==> src/rtl/drum_pos_pkg.sv <==
package drum_pos_pkg;
   localparam int SECTOR_PERIOD_NS = 521000;
   localparam int DEF_SEC_W        = 5;
   localparam int DEF_TRK_W        = 10;

   function automatic int cycles_per_sector(input int clk_mhz);
      return (SECTOR_PERIOD_NS / 1000) * clk_mhz;
   endfunction
endpackage

==> src/rtl/drum_tick_gen.sv <==
module drum_tick_gen #(
   parameter int DIV = 4
) (
   input  logic clk,
   input  logic rst_n,
   input  logic restart,
   output logic tick
);
   localparam int CW = (DIV > 1) ? $clog2(DIV) : 1;

   initial begin
      if (DIV < 1) $error("drum_tick_gen: DIV must be at least 1");
   end

   generate
      if (DIV == 1) begin : g_every_cycle
         assign tick = 1'b1;
      end else begin : g_divider
         logic [CW-1:0] cnt_q;
         always_ff @(posedge clk or negedge rst_n) begin
            if (!rst_n)                            cnt_q <= '0;
            else if (restart)                      cnt_q <= '0;
            else if (cnt_q == CW'(DIV - 1))        cnt_q <= '0;
            else                                   cnt_q <= cnt_q + 1'b1;
         end
         assign tick = (cnt_q == CW'(DIV - 1));
      end
   endgenerate
endmodule

==> src/rtl/drum_wrap_ctr.sv <==
module drum_wrap_ctr #(
   parameter int W = 5
) (
   input  logic         clk,
   input  logic         rst_n,
   input  logic         clr,
   input  logic         step,
   output logic [W-1:0] value
);
   initial begin
      if (W < 1) $error("drum_wrap_ctr: W must be at least 1");
   end

   always_ff @(posedge clk or negedge rst_n) begin
      if (!rst_n)    value <= '0;
      else if (clr)  value <= '0;
      else if (step) value <= value + 1'b1;
   end
endmodule

==> src/rtl/drum_track_reg.sv <==
module drum_track_reg #(
   parameter int W = 10
) (
   input  logic         clk,
   input  logic         rst_n,
   input  logic         clr,
   input  logic         load,
   input  logic [W-1:0] din,
   output logic [W-1:0] q
);
   always_ff @(posedge clk or negedge rst_n) begin
      if (!rst_n)    q <= '0;
      else if (clr)  q <= '0;
      else if (load) q <= din;
   end
endmodule

==> src/rtl/drum_sector_tracker.sv <==
module drum_sector_tracker
   import drum_pos_pkg::*;
#(
   parameter int SEC_W    = DEF_SEC_W,
   parameter int TRK_W    = DEF_TRK_W,
   parameter int CLK_MHZ  = 50,
   parameter int TICK_DIV = cycles_per_sector(CLK_MHZ)
) (
   input  logic                   clk,
   input  logic                   rst_n,
   input  logic                   clr,
   input  logic [SEC_W-1:0]       target_sec,
   input  logic                   trk_load,
   input  logic [TRK_W-1:0]       trk_in,
   input  logic                   core_cmp,
   input  logic                   xfer_active,
   input  logic [SEC_W-1:0]       xfer_sector,
   output logic [SEC_W+TRK_W:0]   sas_word,
   output logic                   sec_match
);
   localparam int STAT_W = SEC_W + TRK_W + 1;

   initial begin
      if (SEC_W < 1 || TRK_W < 1) $error("drum_sector_tracker: field widths must be positive");
      if (TICK_DIV < 1)           $error("drum_sector_tracker: TICK_DIV must be positive");
      if (STAT_W != 16)           $warning("drum_sector_tracker: status word is not 16 bits wide");
   end

   logic             tick;
   logic [SEC_W-1:0] rot_sec;
   logic [TRK_W-1:0] trk_q;
   logic [SEC_W-1:0] shown_sec;

   drum_tick_gen #(.DIV(TICK_DIV)) u_tick (
      .clk     (clk),
      .rst_n   (rst_n),
      .restart (clr),
      .tick    (tick)
   );

   drum_wrap_ctr #(.W(SEC_W)) u_rot (
      .clk   (clk),
      .rst_n (rst_n),
      .clr   (clr),
      .step  (tick),
      .value (rot_sec)
   );

   drum_track_reg #(.W(TRK_W)) u_trk (
      .clk   (clk),
      .rst_n (rst_n),
      .clr   (clr),
      .load  (trk_load),
      .din   (trk_in),
      .q     (trk_q)
   );

   assign shown_sec = xfer_active ? xfer_sector : rot_sec;
   assign sas_word  = {core_cmp, trk_q, shown_sec};
   assign sec_match = (shown_sec == target_sec);
endmodule

==> config.mk <==
export PLATFORM = sky130hd
export DESIGN_NAME = drum_sector_tracker
export DESIGN_NICKNAME = d
export VERILOG_FILES = /design/src/rtl/drum_pos_pkg.sv /design/src/rtl/drum_tick_gen.sv /design/src/rtl/drum_wrap_ctr.sv /design/src/rtl/drum_track_reg.sv /design/src/rtl/drum_sector_tracker.sv
export SDC_FILE = /design/constraint.sdc
export NUM_CORES = 1
export LEC_CHECK = 0
export BUFFER_PORTS_ARGS = -buffer_cell sky130_fd_sc_hd__buf_2
export CORE_MARGIN = 8
export CORE_UTILIZATION = 30
export DETAILED_ROUTE_END_ITERATION = 8
export HOLD_SLACK_MARGIN = 0.05
export PLACE_DENSITY = 0.56
export SYNTH_ARGS = -nofsm -noshare
export SYNTH_HDL_FRONTEND = slang
export SYNTH_HIERARCHICAL = 1
export SYNTH_SLANG_ARGS = --single-unit
==> constraint.sdc <==
create_clock -name clk -period 2.6 [get_ports clk]
set_clock_uncertainty 0.15 [all_clocks]
set_input_delay 0.52 -clock clk [delete_from_list [all_inputs] [get_ports clk]]
set_output_delay 0.52 -clock clk [all_outputs]
set_load 0.03 [all_outputs]
==> results.toml <==
[status]
status = "complete, no violations"

[timing]
maxSlewViolCount = 0
max_slew.worst_pin.slew_ps = 672.7
max_freq_mhz = 437.2
rsz0062_at_grt = "false"
setup_viol = 0
final-hold-violation-count = 0
share_of_the_cycle_needed_by_the_critical_path_after_routing_pct = 87.97
post-route-min-period_ps = 2287
maxSlewHeadroom_pct = 55.15
timing.setup.tns_ps = 0

[worst_setup_path]
critPathLaunchType = "primary input"
crit_path_end_kind = "output port"
crit_type = "in2out"
worstRegToRegCells = 6
cp.arrival_ps = 1620
critical_path.max_fanout = 5
required_ps = 1930

[routing]
total_number_of_vias = 1178
vias_per_cell = 4.531
drt-pass1-iter-count = 4
wirelength_mm = 3.302
remaining_drc_errors = 0
antenna_violating_nets_post_route = 0
drt-wirelength-per-cell_um = 12.70
drt_iter0_drc = 45

[global_route]
grt_antenna_before_repair = 0
grt_pass1_vias = 1186
grt_start_max_net_pins = 31
globalRouteTotalUtil_pct = 9.225
total_congestion_overflow = 0
wire_length_of_the_first_global_routing_pass_mm = 5.658

[synthesis]
yosys.area_share.simple_pct = 19.59
yosys_warnings = 6
synth_compound_area_share_pct = 2.654
ys_top_cells_by_count = "31 x sky130_fd_sc_hd__nor2_1, 30 x sky130_fd_sc_hd__dfrtp_1, 11 x sky130_fd_sc_hd__mux2i_1"
synthDistinctLibCells = 30
synth_largest_type_area_fraction_pct = 46.84
ys_dominant_reg_cell = "sky130_fd_sc_hd__dfrtp_1"
synthMuxAreaShare_pct = 12.72
synth_most_common_cell = "sky130_fd_sc_hd__nor2_1"
synth_async_sr_flop_share_pct = 100.0
synth_cells = 146
ys_top_cells_by_area = "sky130_fd_sc_hd__dfrtp_1 47%, sky130_fd_sc_hd__nor2_1 7.3%, sky130_fd_sc_hd__mux2i_1 6.9%"
cell_area_synth_mm2 = 0.001603
postSynthRegisterBits = 30
library_cell_occupying_the_most_area_in_the_post_synthesis_netlist = "sky130_fd_sc_hd__dfrtp_1"
synth_sequential_area_ratio_pct = 46.84
synth_edf_count = 0
synth_fa_ha_area_share_pct = 2.342
synth-xor-area-share_pct = 11.79
syn_area_per_cell_um2 = 10.98
synth_top_family_by_area = "simple AND/OR/NAND/NOR gates"
synth.net_count = 175

[cts]
tritoncts_clock_tree = "done"
postCtsResizedCells = 0
htreeDepth = 2
max-clock-path-buffers = 2
numCtsBuffers = 5
tritoncts_num_sinks = 30
clk_pin_slew_ps = 60
post_cts_hold_buffer_count = 0
root_buffer = "sky130_fd_sc_hd__clkbuf_8"
insertion_delay_ps = 280
cts.repair_timing.setup_buffer_count = 0

[floorplan]
fp.dieH_um = 89.10
floorplan.die.width_um = 89.10
total_die_area_mm2 = 0.007938
io_pins = 43
coreArea_mm2 = 0.005140
placement_rows = 26
starting_utilization_of_the_core_area_pct = 31.18

[power]
leakagePower_uw = 0.0009425
vdd_drop_max_v = 0.0002817
power_density_mw_per_mm2 = 535.3

[final_layout]
area.growth.synth_to_final_pct = 22.87
finish.net_count = 218
finalCoreUtilization_pct = 38.32
layout-drive-gt1-share_pct = 33.68
finalNonFillerCells = 260
diodes = 0
n_fill_cell = 546

[placement]
portBuffers = 40
routabilityCongestion = 0.7389
numPlacedInstances = 252
hpwlAfterDp_mm = 2.422

[run]
drv_cap = 0

[worst_hold_path]
hold_class = "in2async"
-- flip-flops by register name, indices dropped and copies added (netlist names) --
| name | flops |
|---|---|
| u_trk/q | 10 |
| u_rot/value | 5 |
| u_tick/g_divider.cnt_q | 15 |
-- power by group --
| group | internal, uW | total [uW] | leakage (uW) | switching [uW] |
|---|---|---|---|---|
| clock | 267 | 436 | 0.0000575 | 169 |
| sequential | 479 | 489 | 0.000410 | 10.0 |
| combinational | 51.8 | 129 | 0.000475 | 76.9 |
-- cell usage in the layout, fill, tap and decap left out --
| cell type | synthesis | routed |
|---|---|---|
| sky130_fd_sc_hd__a21bo_1 | 1 | 1 |
| sky130_fd_sc_hd__o41ai_4 | 1 | 1 |
| sky130_fd_sc_hd__inv_1 | 5 | 5 |
| sky130_fd_sc_hd__nor2_1 | 31 | 31 |
| sky130_fd_sc_hd__nand2_1 | 3 | 3 |
| sky130_fd_sc_hd__nor2b_1 | 2 | 2 |
| sky130_fd_sc_hd__nor4b_2 | 1 | 1 |
| sky130_fd_sc_hd__mux2_4 | 4 | 4 |
| sky130_fd_sc_hd__mux2i_1 | 11 | 11 |
| sky130_fd_sc_hd__nand3_1 | 5 | 5 |
| sky130_fd_sc_hd__mux2_2 | 2 | 2 |
| sky130_fd_sc_hd__nand3b_1 | 1 | 1 |
| sky130_fd_sc_hd__nor4_1 | 3 | 3 |
| sky130_fd_sc_hd__nand4_1 | 9 | 9 |
| sky130_fd_sc_hd__nor3_1 | 2 | 2 |
| sky130_fd_sc_hd__buf_4 | 2 | 2 |
| sky130_fd_sc_hd__ha_1 | 3 | 3 |
| sky130_fd_sc_hd__and2b_2 | 1 | 1 |
| sky130_fd_sc_hd__buf_2 | 0 | 40 |
| sky130_fd_sc_hd__nor3_2 | 1 | 1 |
| sky130_fd_sc_hd__a21oi_1 | 1 | 1 |
| sky130_fd_sc_hd__xnor2_1 | 9 | 9 |
| sky130_fd_sc_hd__or3_1 | 2 | 2 |
| sky130_fd_sc_hd__clkbuf_8 | 0 | 8 |
| sky130_fd_sc_hd__mux2_1 | 1 | 1 |
| sky130_fd_sc_hd__and4_2 | 1 | 1 |
| sky130_fd_sc_hd__dfrtp_1 | 30 | 30 |
| sky130_fd_sc_hd__xor2_1 | 7 | 7 |
| sky130_fd_sc_hd__xnor2_2 | 3 | 3 |
-- worst max-delay path, cell delays in order --
cell and delay [ps]:
sky130_fd_sc_hd__buf_2 160, sky130_fd_sc_hd__mux2_4 330, sky130_fd_sc_hd__xnor2_2 130, sky130_fd_sc_hd__nand3_1 100
sky130_fd_sc_hd__nor3_2 160, sky130_fd_sc_hd__buf_2 210
-- routing by layer --
layer  wire length, um  GRT usage [%]
met5                 0              0
met4                47          4.532
met3               339          3.309
met2              1428          13.94
met1              1486          11.34
-- worst paths after layout --
check	from	end	slack [ps]
max reg2reg	u_tick/g_divider.cnt_q[3]	u_rot/value[4]	420
min	rst_n	u_trk/q[7]	120
min in group clk	trk_in[2]	u_trk/q[2]	330
max	xfer_active	sec_match	310
min reg2reg	u_trk/q[3]	u_trk/q[3]	370
max in group asynchronous	rst_n	u_tick/g_divider.cnt_q[12]	1730
-- logic make-up (layout without fill, tap and decap cells) --
group,Yosys count,after routing
mux,18,18
compound gates,3,3
flops,30,30
buf+inv,11,55
xor+xnor,19,19
simple gates,62,62
fa+ha+maj,3,3
-- layout make-up --
class | instances | area (um^2) | area share, %
multi-input cells | 105 | 787.0 | 39.96
clock buffers | 8 | 110.1 | 5.591
repair buffers | 42 | 215.2 | 10.93
well taps | 70 | 87.58 | 4.447
inverters | 5 | 18.77 | 0.9530
flip-flops and latches | 30 | 750.7 | 38.12
-- stage by stage --
step	setup slack, ps	hold slack [ps]	power, uW	instance area (um^2)
after detailed placement	290.7	356.3	629.4	1859
after floorplan	377.1	74.41	581.0	1603
after global routing	237.9	181.5	1110	1969
after CTS	290.4	148.3	1077	1969
final	312.9	124.0	1054	1969
after global placement	321.8	347.9	627.8	1859
Power figures use the tool's default switching activity.
